==> src/rtl/dbg_regbank_pkg.sv <==
`timescale 1ns/1ps
// Shared constants and the decoded layout of one scan word.
// Assumes a fixed 38-bit chain: direction bit, 5-bit address, 32-bit data.
package dbg_regbank_pkg;
    localparam int DATA_W    = 32;
    localparam int ADDR_W    = 5;
    localparam int SCAN_W    = DATA_W + ADDR_W + 1;
    localparam int WP_BASE   = 8;
    localparam int WP_STRIDE = 8;
    localparam int WP_REGS   = 6;
    localparam int MON_BIT   = 4;

    localparam logic [ADDR_W-1:0] A_DBG_CTRL = 5'd0;
    localparam logic [ADDR_W-1:0] A_DCC_STAT = 5'd4;
    localparam logic [ADDR_W-1:0] A_DCC_DATA = 5'd5;

    typedef struct packed {
        logic              write;
        logic [ADDR_W-1:0] addr;
        logic [DATA_W-1:0] data;
    } scan_word_t;
endpackage

==> src/rtl/dbg_scan_shifter.sv <==
`timescale 1ns/1ps
// Serial chain: loads read data on capture, shifts LSB-first, presents the
// assembled word while update is high. Assumes strobes are mutually exclusive.
module dbg_scan_shifter
    import dbg_regbank_pkg::*;
(
    input  logic              clk,
    input  logic              rst_n,
    input  logic              capture,
    input  logic              shift,
    input  logic              tdi,
    input  logic [DATA_W-1:0] cap_data,
    output logic              tdo,
    output scan_word_t        word
);
    logic [SCAN_W-1:0] shreg_q;

    // Chain register: capture loads, shift moves one bit toward tdo.
    always_ff @(posedge clk) begin
        if (!rst_n) begin
            shreg_q <= '0;
        end else if (capture) begin
            shreg_q <= {{(SCAN_W-DATA_W){1'b0}}, cap_data};
        end else if (shift) begin
            shreg_q <= {tdi, shreg_q[SCAN_W-1:1]};
        end
    end

    assign tdo  = shreg_q[0];
    assign word = scan_word_t'(shreg_q);
endmodule

==> src/rtl/dbg_wp_bank.sv <==
`timescale 1ns/1ps
// Storage for NUM_WP watchpoint comparator register sets, WP_REGS words each,
// placed at WP_BASE + unit*WP_STRIDE + index. Comparison is done elsewhere.
module dbg_wp_bank
    import dbg_regbank_pkg::*;
#(
    parameter int NUM_WP = 2
) (
    input  logic              clk,
    input  logic              rst_n,
    input  logic              wr_en,
    input  logic [ADDR_W-1:0] wr_addr,
    input  logic [DATA_W-1:0] wr_data,
    input  logic [ADDR_W-1:0] rd_addr,
    output logic              rd_hit,
    output logic [DATA_W-1:0] rd_data
);
    localparam int NREG = NUM_WP * WP_REGS;

    logic [DATA_W-1:0] wp_q [NREG];

    for (genvar u = 0; u < NUM_WP; u++) begin : g_unit
        for (genvar r = 0; r < WP_REGS; r++) begin : g_reg
            localparam logic [ADDR_W-1:0] MY_ADDR = ADDR_W'(WP_BASE + u*WP_STRIDE + r);
            // One comparator register: loads on a write to its address.
            always_ff @(posedge clk) begin
                if (!rst_n) begin
                    wp_q[u*WP_REGS+r] <= '0;
                end else if (wr_en && wr_addr == MY_ADDR) begin
                    wp_q[u*WP_REGS+r] <= wr_data;
                end
            end
        end
    end

    // Read decode across all units.
    always_comb begin
        rd_hit  = 1'b0;
        rd_data = '0;
        for (int u = 0; u < NUM_WP; u++) begin
            for (int r = 0; r < WP_REGS; r++) begin
                if (rd_addr == ADDR_W'(WP_BASE + u*WP_STRIDE + r)) begin
                    rd_hit  = 1'b1;
                    rd_data = wp_q[u*WP_REGS+r];
                end
            end
        end
    end
endmodule

==> src/rtl/dbg_dcc_mailbox.sv <==
`timescale 1ns/1ps
// Two single-word mailboxes with full flags. A set in the same cycle as a
// clear wins, so a new word is never lost.
module dbg_dcc_mailbox
    import dbg_regbank_pkg::*;
(
    input  logic              clk,
    input  logic              rst_n,
    input  logic              host_wr,
    input  logic [DATA_W-1:0] host_wdata,
    input  logic              host_pop,
    input  logic              core_take,
    input  logic              core_put,
    input  logic [DATA_W-1:0] core_wdata,
    output logic [DATA_W-1:0] h2c_data,
    output logic              h2c_full,
    output logic [DATA_W-1:0] c2h_data,
    output logic              c2h_full
);
    // Host-to-core word and its flag.
    always_ff @(posedge clk) begin
        if (!rst_n) begin
            h2c_data <= '0;
            h2c_full <= 1'b0;
        end else if (host_wr) begin
            h2c_data <= host_wdata;
            h2c_full <= 1'b1;
        end else if (core_take) begin
            h2c_full <= 1'b0;
        end
    end

    // Core-to-host word and its flag.
    always_ff @(posedge clk) begin
        if (!rst_n) begin
            c2h_data <= '0;
            c2h_full <= 1'b0;
        end else if (core_put) begin
            c2h_data <= core_wdata;
            c2h_full <= 1'b1;
        end else if (host_pop) begin
            c2h_full <= 1'b0;
        end
    end
endmodule

==> src/rtl/dbg_scan_regbank.sv <==
`timescale 1ns/1ps
// Debug register bank behind a 38-bit scan chain. Reads are pipelined by one
// scan. A capture that reads the data address pops the core-to-host word.
// Assumes capture/shift/update come from an external TAP, one at a time.
module dbg_scan_regbank
    import dbg_regbank_pkg::*;
#(
    parameter int         NUM_WP        = 2,
    parameter int         DBG_CTRL_BITS = 6,
    parameter logic [3:0] VERSION       = 4'd2
) (
    input  logic        clk,
    input  logic        rst_n,
    input  logic        capture_dr,
    input  logic        shift_dr,
    input  logic        update_dr,
    input  logic        tdi,
    output logic        tdo,
    input  logic        core_rx_take,
    output logic [31:0] core_rx_data,
    output logic        core_rx_full,
    input  logic        core_tx_put,
    input  logic [31:0] core_tx_data,
    output logic        core_tx_full
    ,
    output logic        monitor_mode
);
    scan_word_t                 word;
    logic                       upd_write;
    logic [ADDR_W-1:0]          upd_addr;
    logic [DATA_W-1:0]          upd_data;
    logic                       wr_en;
    logic [ADDR_W-1:0]          rd_addr_q;
    logic [DBG_CTRL_BITS-1:0]   dbg_ctrl_q;
    logic [DATA_W-1:0]          cap_data;
    logic                       wp_hit;
    logic [DATA_W-1:0]          wp_data;
    logic [DATA_W-1:0]          c2h_data;
    logic                       host_pop;

    assign upd_write = word.write;
    assign upd_addr  = word.addr;
    assign upd_data  = word.data;
    assign wr_en     = update_dr && upd_write;
    assign host_pop  = capture_dr && (rd_addr_q == A_DCC_DATA);

    dbg_scan_shifter u_shift (
        .clk      (clk),
        .rst_n    (rst_n),
        .capture  (capture_dr),
        .shift    (shift_dr),
        .tdi      (tdi),
        .cap_data (cap_data),
        .tdo      (tdo),
        .word     (word)
    );

    dbg_wp_bank #(.NUM_WP(NUM_WP)) u_wp (
        .clk     (clk),
        .rst_n   (rst_n),
        .wr_en   (wr_en),
        .wr_addr (upd_addr),
        .wr_data (upd_data),
        .rd_addr (rd_addr_q),
        .rd_hit  (wp_hit),
        .rd_data (wp_data)
    );

    dbg_dcc_mailbox u_dcc (
        .clk        (clk),
        .rst_n      (rst_n),
        .host_wr    (wr_en && upd_addr == A_DCC_DATA),
        .host_wdata (upd_data),
        .host_pop   (host_pop),
        .core_take  (core_rx_take),
        .core_put   (core_tx_put),
        .core_wdata (core_tx_data),
        .h2c_data   (core_rx_data),
        .h2c_full   (core_rx_full),
        .c2h_data   (c2h_data),
        .c2h_full   (core_tx_full)
    );

    // Pending read address, recorded by read scans at update.
    always_ff @(posedge clk) begin
        if (!rst_n) begin
            rd_addr_q <= A_DBG_CTRL;
        end else if (update_dr && !upd_write) begin
            rd_addr_q <= upd_addr;
        end
    end

    // Debug control register, only its low DBG_CTRL_BITS are kept.
    always_ff @(posedge clk) begin
        if (!rst_n) begin
            dbg_ctrl_q <= '0;
        end else if (wr_en && upd_addr == A_DBG_CTRL) begin
            dbg_ctrl_q <= upd_data[DBG_CTRL_BITS-1:0];
        end
    end

    // Read multiplexer feeding the next capture.
    always_comb begin
        cap_data = '0;
        if (rd_addr_q == A_DBG_CTRL) begin
            cap_data = DATA_W'(dbg_ctrl_q);
        end else if (rd_addr_q == A_DCC_STAT) begin
            cap_data = {VERSION, 26'd0, core_tx_full, core_rx_full};
        end else if (rd_addr_q == A_DCC_DATA) begin
            cap_data = c2h_data;
        end else if (wp_hit) begin
            cap_data = wp_data;
        end
    end

    assign monitor_mode = dbg_ctrl_q[MON_BIT];
endmodule

==> config.mk <==
export PLATFORM = sky130hd
export DESIGN_NAME = dbg_scan_regbank
export DESIGN_NICKNAME = d
export VERILOG_FILES = /design/src/rtl/dbg_regbank_pkg.sv /design/src/rtl/dbg_scan_shifter.sv /design/src/rtl/dbg_wp_bank.sv /design/src/rtl/dbg_dcc_mailbox.sv /design/src/rtl/dbg_scan_regbank.sv
export SDC_FILE = /design/constraint.sdc
export NUM_CORES = 1
export LEC_CHECK = 0
export BUFFER_PORTS_ARGS = -buffer_cell sky130_fd_sc_hd__buf_2
export CORE_ASPECT_RATIO = 1.2
export CORE_UTILIZATION = 53
export CTS_BUF_LIST = sky130_fd_sc_hd__clkbuf_16
export CTS_CLUSTER_SIZE = 14
export DETAILED_ROUTE_END_ITERATION = 7
export GPL_TIMING_DRIVEN = 1
export MAX_ROUTING_LAYER = met4
export PLACE_DENSITY = 0.8
export SLEW_MARGIN = 20
export SYNTH_ARGS = -nofsm -noshare
export SYNTH_HDL_FRONTEND = slang
export SYNTH_SLANG_ARGS = --single-unit
==> constraint.sdc <==
create_clock -name clk -period 6.45 [get_ports clk]
set_input_delay 0.9675 -clock clk [delete_from_list [all_inputs] [get_ports clk]]
set_output_delay 0.9675 -clock clk [all_outputs]
set_load 0.05 [all_outputs]
# After elaboration in Yosys (flattened, before gate mapping)

Memory sizes are Yosys's and may differ from the RTL's.
Index checks and enable logic that the tools add are counted.

Bitwise operators: 13
Mux-type cells: 83
Reductions and logical operators: 24
Equal/unequal tests: 27

Operators with widths:

| kind                                                                  | number |
|---|---|
| 32-bit two-way mux                                                    | 30 |
| 5-bit by 4-bit equality test with 1-bit output, second input constant | 12 |
| 5-bit equality test, second input constant                            | 12 |
| 1-bit two-way mux                                                     | 53 |
| 1-bit logical AND                                                     | 17 |
| 5-bit by 3-bit equality test with 1-bit output, second input constant | 3 |
| 1-bit OR                                                              | 12 |
| 5-bit logical NOT                                                     | 2 |
| 2-bit nonzero test                                                    | 3 |
| 2-bit OR reduction                                                    | 1 |
| 1-bit logical NOT                                                     | 1 |
| 1-bit inverter                                                        | 1 |

Bits in registers: 115
Input bits: 40
Memory bits (writable): 384
Memories kept: 1

Memories:

| name      | words | width | read ports | clocked after Yosys merged registers in | wr ports | RTL line          | RTL |
|---|---|---|---|---|---|---|---|
| u_wp.wp_q | 12    | 32    | 12         | 0                                       | 12       | dbg_wp_bank.sv:20 | `logic [DATA_W-1:0] wp_q [NREG];` |

# Logic depth before layout (Yosys ltp)

Gate-level depths: netlist (run 1).

Depth after elaboration: 18
Gate-level depth with buffers: 9
Gate-level depth less buffers: 5

# Modules after synthesis

From an unflattened synthesis (run 1), not the netlist that was laid out.

Cell total of the unflattened synthesis: 2113
Area total of the unflattened synthesis: 24205.7 µm²

Modules (own cells, without submodules):

| module           | seq. area each (µm²) | cells an instance | instances | area an instance (µm²) |
|---|---|---|---|---|
| dbg_wp_bank      | 11531.1              | 1560              | 1         | 18403.9 |
| dbg_dcc_mailbox  | 1321.3               | 213               | 1         | 2565.0 |
| dbg_scan_shifter | 760.7                | 163               | 1         | 1881.8 |
| dbg_scan_regbank | 220.2                | 177               | 1         | 1355.0 |

# Worst setup path after synthesis (run 1)

No wires, ideal clock.

Path kind: input to register
From: input port update_dr
To: memory u_wp.wp_q[5][0] (netlist: u_wp.wp_q[1][32]), enable pin
Stages: 3
Buffers on the path: 0
Setup slack: 2.036 ns
Arrival: 3.948 ns
Setup time: 0.466 ns
Cell sequence: nand2_1 -> or4b_1 -> o21ai_0

RTL lines:

| item               | RTL line               | RTL |
|---|---|---|
| start: declaration | dbg_scan_regbank.sv:16 | `input logic update_dr,` |
| end: declaration   | dbg_wp_bank.sv:20      |  |

# Worst setup path in the final report (run 1)

From: register rd_addr_q[1]
To: register u_shift.shreg_q[22] (netlist: u_shift.word[22])

Word-level cells in the longest chain between the ends: 18
Elaborated cells between the ends (all ways): 44
Classes of those cells: eq/ne (14); mux (29); reduce/logical (1)

RTL lines:

| item                                                                          | RTL line                | RTL |
|---|---|---|
| start: declaration                                                            | dbg_scan_regbank.sv:33  | `logic [ADDR_W-1:0] rd_addr_q;` |
| start signal: assignment                                                      | dbg_scan_regbank.sv:89  | `rd_addr_q <= upd_addr;` |
| 5-bit by 4-bit equality test with 1-bit output                                | dbg_wp_bank.sv:42       | `if (rd_addr == ADDR_W'(WP_BASE + u*WP_STRIDE + r)) begin` |
| 32-bit two-way mux / 1-bit two-way mux (equally long branches) (12 in series) | dbg_wp_bank.sv:42       |  |
| 32-bit two-way mux                                                            | dbg_scan_regbank.sv:111 | `end else if (wp_hit) begin` |
| 32-bit two-way mux                                                            | dbg_scan_regbank.sv:109 | `end else if (rd_addr_q == A_DCC_DATA) begin` |
| 32-bit two-way mux                                                            | dbg_scan_regbank.sv:107 | `end else if (rd_addr_q == A_DCC_STAT) begin` |
| 32-bit two-way mux (*)                                                        | dbg_scan_regbank.sv:105 | `if (rd_addr_q == A_DBG_CTRL) begin` |
| 32-bit two-way mux (*)                                                        | dbg_scan_shifter.sv:22  | `end else if (capture) begin` |
| end signal: assignment                                                        | dbg_scan_shifter.sv:23  | `shreg_q <= {{(SCAN_W-DATA_W){1'b0}}, cap_data};` |
| end signal: assignment                                                        | dbg_scan_shifter.sv:25  | `shreg_q <= {tdi, shreg_q[SCAN_W-1:1]};` |
| end: declaration                                                              | dbg_scan_shifter.sv:16  | `logic [SCAN_W-1:0] shreg_q;` |

Every way passes the cells marked *; elsewhere a longest branch is shown, timed or not.
A chain may end at the register's enable or synchronous reset.

==> out/summary.md, run 1 <==
Counting the buffers created by CTS gives 47. Worst slew margin relative to its limit: 26.6%. The area growth from synthesis to layout was 8.37%; the maximum clock frequency was 269 MHz. After layout, the worst setup slack is 2.73 ns. In the finished design, the share of the clock period the worst path needs comes to 57.7%. The kind of capture point of the worst setup path is a flop. The area share of xor/xnor cells in the synthesized design came out at 0.0370%.

In this run the power spent charging and discharging nets is 0.00136 W. Detailed-route wire length per cell: 25.1 um. The number of setup violations in the final report was 0; the post-CTS clock slew at the launch and capture registers of the worst setup and hold paths was 0.06 ns. In the synthesized netlist the async set-or-reset flop fraction comes to 0%. The antenna diode count was 0; the routed length on met2 was 31,400 um. The run gives 100,000 um as the wire length of the first global-routing pass. Synthesis produced a netlist with a net count of 2,130.

In this run the number of H-tree levels came out at 2. The iteration count of the initial detailed-routing pass is 5. The largest family of logic cells by synthesized area was simple AND/OR/NAND/NOR gates. Dividing the detail-routed via count by the number of cells gives 6.52.

The run gives 6.93 ns as the required time of the worst setup path. For the placement-stage cell area, the log shows 24,300 um^2. The uppermost layer routed is met4. The number of flops mapped to enable cells by yosys is 384. Path class of the lowest-slack min-delay path: reg -> reg. Of all nets on the critical path, the largest fanout is 40. After clock tree synthesis, the setup repair step added 0 buffers. In this design, the stage delay of the slowest critical-path cell is 0.87 ns.

The max-capacitance violation count was 0. The post-route netlist has 10.9% of its cells at a drive strength greater than 1. The top cell types in the final layout, fill and taps aside, are and2_1, edfxtp_1, nand2_1. Of the total power, registers draw 57.1%. The logs give 7160 um for the routed length on met3 and 66,600 um for the routed wire length. The number of placed cells counting well taps came out at 2,568. TritonCTS built the clock tree. The critical path buffer and inverter count was 2. Setup repair after global routing left no endpoint under its margin.

After detailed routing, the wire length on met1 is 25,700 um. After synthesis, the share of cell area in mux cells is 2.60%. The number of different library cells used by synthesis comes to 80. The die boundary width was 195 um; the cell internal power dissipation was 0.00499 W.

Combinational logic burns 2.8% of the power. The finished cells cover 25,600 um^2. The worst vdd rail ir drop is 0.000167 V. For the area enclosed by the die boundary, the log shows 45,500 um^2.

The maximum clock skew at final layout was 0.0119 ns. For the worst-skew pair, the clock arrives at the later sink with an insertion delay of 0.57 ns. At the pin with the least slew margin, the transition time is 1.10 ns. The run gives 0 as the initial antenna violation count.

In the post-synthesis netlist, the biggest area contributors are edfxtp_1, and2_1, dfxtp_1. After the flow finishes, the layout carries non-filler instances totaling 2,652. Cell area power density: 247 nW/um^2. Synthesis inferred 499 register bits. The DRC violation count after routing is 0. The dominant register cell in the synthesized netlist was edfxtp_1.

Sequential cells were found to cover 58.5% of the synthesized design area. The type of element launching the critical path is a flop. The smallest clock period supported by the final layout is computed as 3.72 ns. The die is 233 um tall. The via count of the first global-routing pass was 16,800.

Traced cell by cell, the critical path runs through nand2b_1 -> buf_4 -> nor3_4 -> buf_8 -> a221oi_1 -> or3_1 -> a32oi_1. The clock net in this run drives a total of 499 sinks. Summing the areas of all fa, ha and maj instances in the mapped netlist gives 0% of the synthesized area.

On the critical path, the stage with the largest delay is an instance of dfxtp_2. The logs give 0 for the final antenna-violating net count and 43,900 um^2 for the standard cell core area. Global routing used 29.8% of the available tracks across all layers. In the final design database the tool counted 2,098 nets.

The synthesized instance count is 2,090, and the final global-route overflow total is 0. After clock tree synthesis, the flow added hold-fix buffers numbering 0. CTS placed an instance of clkbuf_16 at the clock tree root. The count of buffers added on input and output ports is 75.

The I/O pin count is 76, and the quantity of gates resized following cts is 0. The per-instance average area after synthesis works out to 11.3 um^2. For this block, the via count after detailed routing is 17,300. For this design the static power due to leakage is 8.80 nW.

The first routing iteration left 2,356 violations. HPWL reported at the end of detailed placement: 39,500 um. Summing the areas of all and, or, nand and nor instances in the mapped netlist gives 20.1% of the synthesized area. Entering global routing, the biggest net connects 76 pins. The dominant cell type by area after synthesis was edfxtp_1. Cells fill 58.3% of the core in the end. The synthesized netlist occupies a cell area of 23,600 um^2. The row count was 84; the share of the synthesized area in compound gates (AO/OA/AOI/OAI) was 14.6%.

The logs give 0 for the number of warnings reported in the yosys synthesis log and 0 ns for the accumulated negative setup slack. The tools report the final count of hold timing violations as 0. OpenSTA, run right after detailed placement, puts the worst setup slack at 2.96 ns. The run finished with clean final reports.

At the end of routability-driven placement, the weighted congestion stood at 0.904. The kind of cell with the highest combined delay along the critical path is simple AND/OR/NAND/NOR gates. For the clock group share of total power, the log shows 40.1%. The worst setup path is of the reg -> reg kind. Net switching is 21.4% of the power. Summed over its instances, the top area cell type makes up 48.8% of the synthesized netlist area. At the worst endpoint, the arrival time is 4.20 ns. No sink is reached through more buffers than the 3 on the longest clock path. Effective utilization at floorplan: 53.8%. The run gives 0 as the final max-slew violation count.
logic make-up (layout without fill, tap and decap cells):
family / after synthesis / after routing
flops: 499 / 499
compound gates: 492 / 492
buf+inv: 215 / 218
xor+xnor: 1 / 1
simple gates: 823 / 823
mux: 60 / 60
path summary, 6_finish.rpt:
check | startpoint | endpoint | slack (ns) | depth (start not counted)
max reg2reg | rd_addr_q[1]$_SDFFE_PN0P_ | u_shift.word[22]$_SDFFE_PN0P_ | 2.73 | 7
min | u_dcc.h2c_data[15]$_SDFFE_PN0P_ | u_dcc.h2c_data[15]$_SDFFE_PN0P_ | 0.45 | 2
max | rd_addr_q[1]$_SDFFE_PN0P_ | u_shift.word[22]$_SDFFE_PN0P_ | 2.73 | 7
min reg2reg | u_dcc.h2c_data[15]$_SDFFE_PN0P_ | u_dcc.h2c_data[15]$_SDFFE_PN0P_ | 0.45 | 2
synthesized netlist by cell type (26+ instances only):
master,n
and2_1,385
edfxtp_1,384
clkbuf_1,127
nand2_1,117
dfxtp_1,115
o21ai_0,97
nor2_1,89
nor2b_1,81
mux2i_1,58
buf_2,54
o2bb2ai_1,50
a221oi_1,47
a21oi_1,46
a22oi_1,46
nand3_1,41
o22ai_1,28
o21ai_1,27
a32oi_1,26
metal layers:
metal / up-vias / GRT usage (%)
li1: 7507 / -
met3: 192 / 4.00
met2: 1161 / 47.2
met4: 0 / 12.7
met1: 8419 / 38.8
met5: - / -
final cells by class:
class | instances | area [um^2]
clock buffers | 49 | 1230
clock inverters | 35 | 145
fillers | 3430 | 18300
inverters | 12 | 45.0
multi-input cells | 1376 | 8930
flip-flops and latches | 499 | 13800
well taps | 559 | 699
repair buffers | 122 | 739
sequential cells by signal (all words and copies together), names as in the netlist:
signal / count
u_wp.wp_q: 384
u_dcc.c2h_full: 1
dbg_ctrl_q: 6
u_dcc.c2h_data: 32
u_dcc.h2c_data: 32
u_shift.word: 38
rd_addr_q: 5
u_dcc.h2c_full: 1
per-stage QoR:
stage,power [W],hold slack (ns)
floorplan,0.00378,0.469
global placement,0.00385,0.438
detailed placement,0.00386,0.447
CTS,0.00635,0.455
global route,0.00648,0.479
finish,0.00634,0.451
power groups by stage:
stage               Combinational (W)  Sequential, W  Clock [W]
floorplan                    0.000108        0.00367          0
global placement             0.000172        0.00368          0
detailed placement           0.000176        0.00369          0
CTS                          0.000176        0.00362    0.00255
global route                 0.000188        0.00363    0.00266
finish                       0.000178        0.00362    0.00254
worst register-to-register path: cells and delay by family (launching register included):
family | cells | cell delay (ns)
flops | 1 | 0.87
buf+inv | 2 | 0.67
simple gates | 3 | 1.79
compound gates | 2 | 0.32
Note: power is estimated with default switching activity, not from simulation.
==> run 2, diff against run 1 <==
==> constraint.sdc (replaced) <==
create_clock -name clk -period 3.7 [get_ports clk]
set_input_delay 0.555 -clock clk [delete_from_list [all_inputs] [get_ports clk]]
set_output_delay 0.555 -clock clk [all_outputs]
set_load 0.05 [all_outputs]
==> run 2 against run 1 <==
Effect of this change:
- via count down 0.49%
- setup slack worse by 1.9 ns
- register-to-register slack worse by 1.9 ns
- sequential share of layout area down 0.22 points
- sequential power up 74%
- highest routed layer unchanged
==> out/summary.md, run 2 (same netlist as run 1, synthesis figures left out) <==
The count of buffers from port buffering came out at 75 (unchanged). The multi-input gate area in the final layout came out at 8900 um^2 (-0.36%). The tools report the worst hold slack after final layout as 0.241 ns (-0.210 ns). Type of element launching the critical path: a flop. The logs give 3 (unchanged) for the maximum number of buffers from clock root to sink and 2,178 (-7.6%) for the violation count after the first detailed-routing iteration. For the clock sink total, the log shows 499 (unchanged). Worst slew margin relative to its limit: 19.2% (-7.4 points). The standard cell core area came out at 43,900 um^2 (unchanged). The run gives 0 (unchanged) as the final max-slew violation count.

The tools report the iteration count of the initial detailed-routing pass as 6 (+1). The run gives 46 (-2.1%) as the TritonCTS buffer count. Initial antenna violation count: 0 (unchanged). The slack of the critical path is 0.801 ns (-1.93 ns). The die boundary width came out at 195 um (unchanged). The largest driver fanout on the critical path was 28 (-30%).

The logs give 66,700 um (+0.13%) for the routed wire length and 0 (unchanged) for the number of buffers added for setup after CTS. The vias per cell was 6.45 (-0.93%); the pin count of the biggest net entering global routing was 66 (-13%). The area growth from synthesis to layout is 8.82%, and the total global routing track utilization is 29.9% (+0.086 points).

The tools report the clock network latency to the later pin of the worst-skew pair as 0.58 ns (about the same). The tools report the maximum level of the CTS H-tree as 2 (unchanged). Antenna diode count: 0 (unchanged). The final antenna-violating net count is 0 (unchanged). The sequential cell area in the final layout came out at 13,800 um^2 (unchanged). The total number of vias was 17,200 (-0.49%); the final period utilization was 78.3% (+21 points). The slew at the pin closest to its max-slew limit works out to 1.21 ns (+0.113 ns). The tools report the DRC violation count after routing as 0 (unchanged). For the I/O pin count, the log shows 76 (unchanged). The accumulated negative setup slack is 0 ns (unchanged). The tools report the worst endpoint data arrival time as 3.40 ns (-0.80 ns). The logs give 45,500 um^2 (unchanged) for the area enclosed by the die boundary and 8.84 nW (+0.42%) for the leakage dissipation. The time the final worst path needs with I/O delays and setup came out at 2.90 ns (-0.822 ns). For the net count reported at finish, the log shows 2,110 (+0.57%).

The detailed-route wire length per cell was 25.0 um (-0.32%). The required time of the worst setup path is 4.20 ns (-2.73 ns), and the die outline height is 233 um (unchanged). The library cell used most frequently in the layout, excluding fill and tap cells, is and2_1. The number of setup violations in the final report came out at 0 (unchanged).

The tools report the root buffer cell as clkbuf_16. The tools report the HPWL reported at the end of detailed placement as 39,900 um (+0.78%). The worst vdd rail ir drop came out at 0.000365 V (+120%).

In the layout the commonest cells are and2_1, edfxtp_1, nand2_1. The power consumption was 0.0111 W (+76%). The post-CTS clock slew at the launch and capture registers of the worst setup and hold paths was 0.06 ns (about the same). Final global-route overflow total: 0 (unchanged). The tools report the number of fill cells as 3,400 (-0.87%). The run gives 0.933 (+3.2%) as the final estimated routing congestion in global placement. The run finished with clean final reports. The min-delay analysis places its worst path in the category in -> reg.

Top register by number of flip-flops: u_wp.wp_q. The final count of hold timing violations came out at 0 (unchanged). The run gives 100,000 um (-0.12%) as the wire length of the first global-routing pass. Setup repair after global routing left no endpoint under its margin. For the number of hold buffers added after CTS, the log shows 0 (unchanged).

TritonCTS built the clock tree. The critical path in this run is classified as reg -> reg. The run gives 84 (unchanged) as the row count.

The tools report the kind of capture point of the worst setup path as a flop. The share of post-route cells with drive strength above 1 was 11.3% (+0.37 points); the effective utilization at floorplan was 53.8% (unchanged). The quantity of gates resized following cts was 0 (unchanged); the maximum clock frequency was 345 MHz (+28%).

The tools report the maximum clock skew at final layout as 0.0105 ns (-0.00137 ns). The cell area power density is 433 nW/um^2 (+75%), and the minimum setup slack after placement is 0.910 ns (-2.05 ns). Via count of the first global-routing pass: 16,600 (-0.96%).

The number of flip-flops under the largest register name came out at 384 (unchanged). The run gives 0 (unchanged) as the max-capacitance violation count.
## run 2: cell count changes in the layout (fill, tap and decap cells not counted), moves of 2 or more
cell	change
clkinv_1	+8
buf_4	+13
clkinv_2	-3
buf_12	+2
nor3b_4	-2
clkinvlp_4	+2
inv_1	-7
inv_2	-2
nor3b_2	+2
## run 2: final cells by class
class	instances	area share, %
well taps	559	2.72
multi-input cells	1376	34.6
flip-flops and latches	499	53.8
repair buffers	135	3.31
inverters	12	0.175
clock buffers	49	4.77
clock inverters	34	0.666
## run 2: metrics by stage
step | cells | utilization (%) | area [um^2]
after global routing | 2664 | 58.6 | 25700
after floorplan | 2090 | - | 23700
after CTS | 2664 | 58.6 | 25700
final | 2664 | 58.6 | 25700
after detailed placement | 2581 | 55.4 | 24300
after global placement | 2581 | 55.4 | 24300
## run 2: final timing paths
check | depth (start not counted) | endpoint | slack (ns) | start
hold reg to reg | 2 | u_dcc.h2c_data[14]$_SDFFE_PN0P_ | 0.45 | u_dcc.h2c_data[14]$_SDFFE_PN0P_
hold / removal | 3 | u_dcc.c2h_data[19]$_SDFFE_PN0P_ | 0.24 | core_tx_data[19]
setup / recovery | 6 | u_shift.word[18]$_SDFFE_PN0P_ | 0.80 | rd_addr_q[1]$_SDFFE_PN0P_
setup reg to reg | 6 | u_shift.word[18]$_SDFFE_PN0P_ | 0.80 | rd_addr_q[1]$_SDFFE_PN0P_
## run 2: metal layers
metal | GRT usage [%] | routed length (um)
met3 | 5.60 | 6950
met4 | 10.4 | 1730
met5 | - | 0
met2 | 48.6 | 32400
met1 | 37.6 | 25600
## run 2: critical path: stages, from the launching register on
cell,delay (ns)
dfxtp_2,0.73
buf_4,0.34
or3b_1,0.69
o21ai_0,0.30
a22oi_1,0.28
o21ai_1,0.22
a32oi_1,0.24
## run 2: where the power goes
part	total [W]	leakage (nW)	switching (W)	internal (W)
clock	0.00451	0.717	0.00206	0.00245
sequential	0.00631	4.72	0.0000947	0.00622
combinational	0.000309	3.40	0.000212	0.0000970
total	0.0111	8.84	0.00237	0.00876
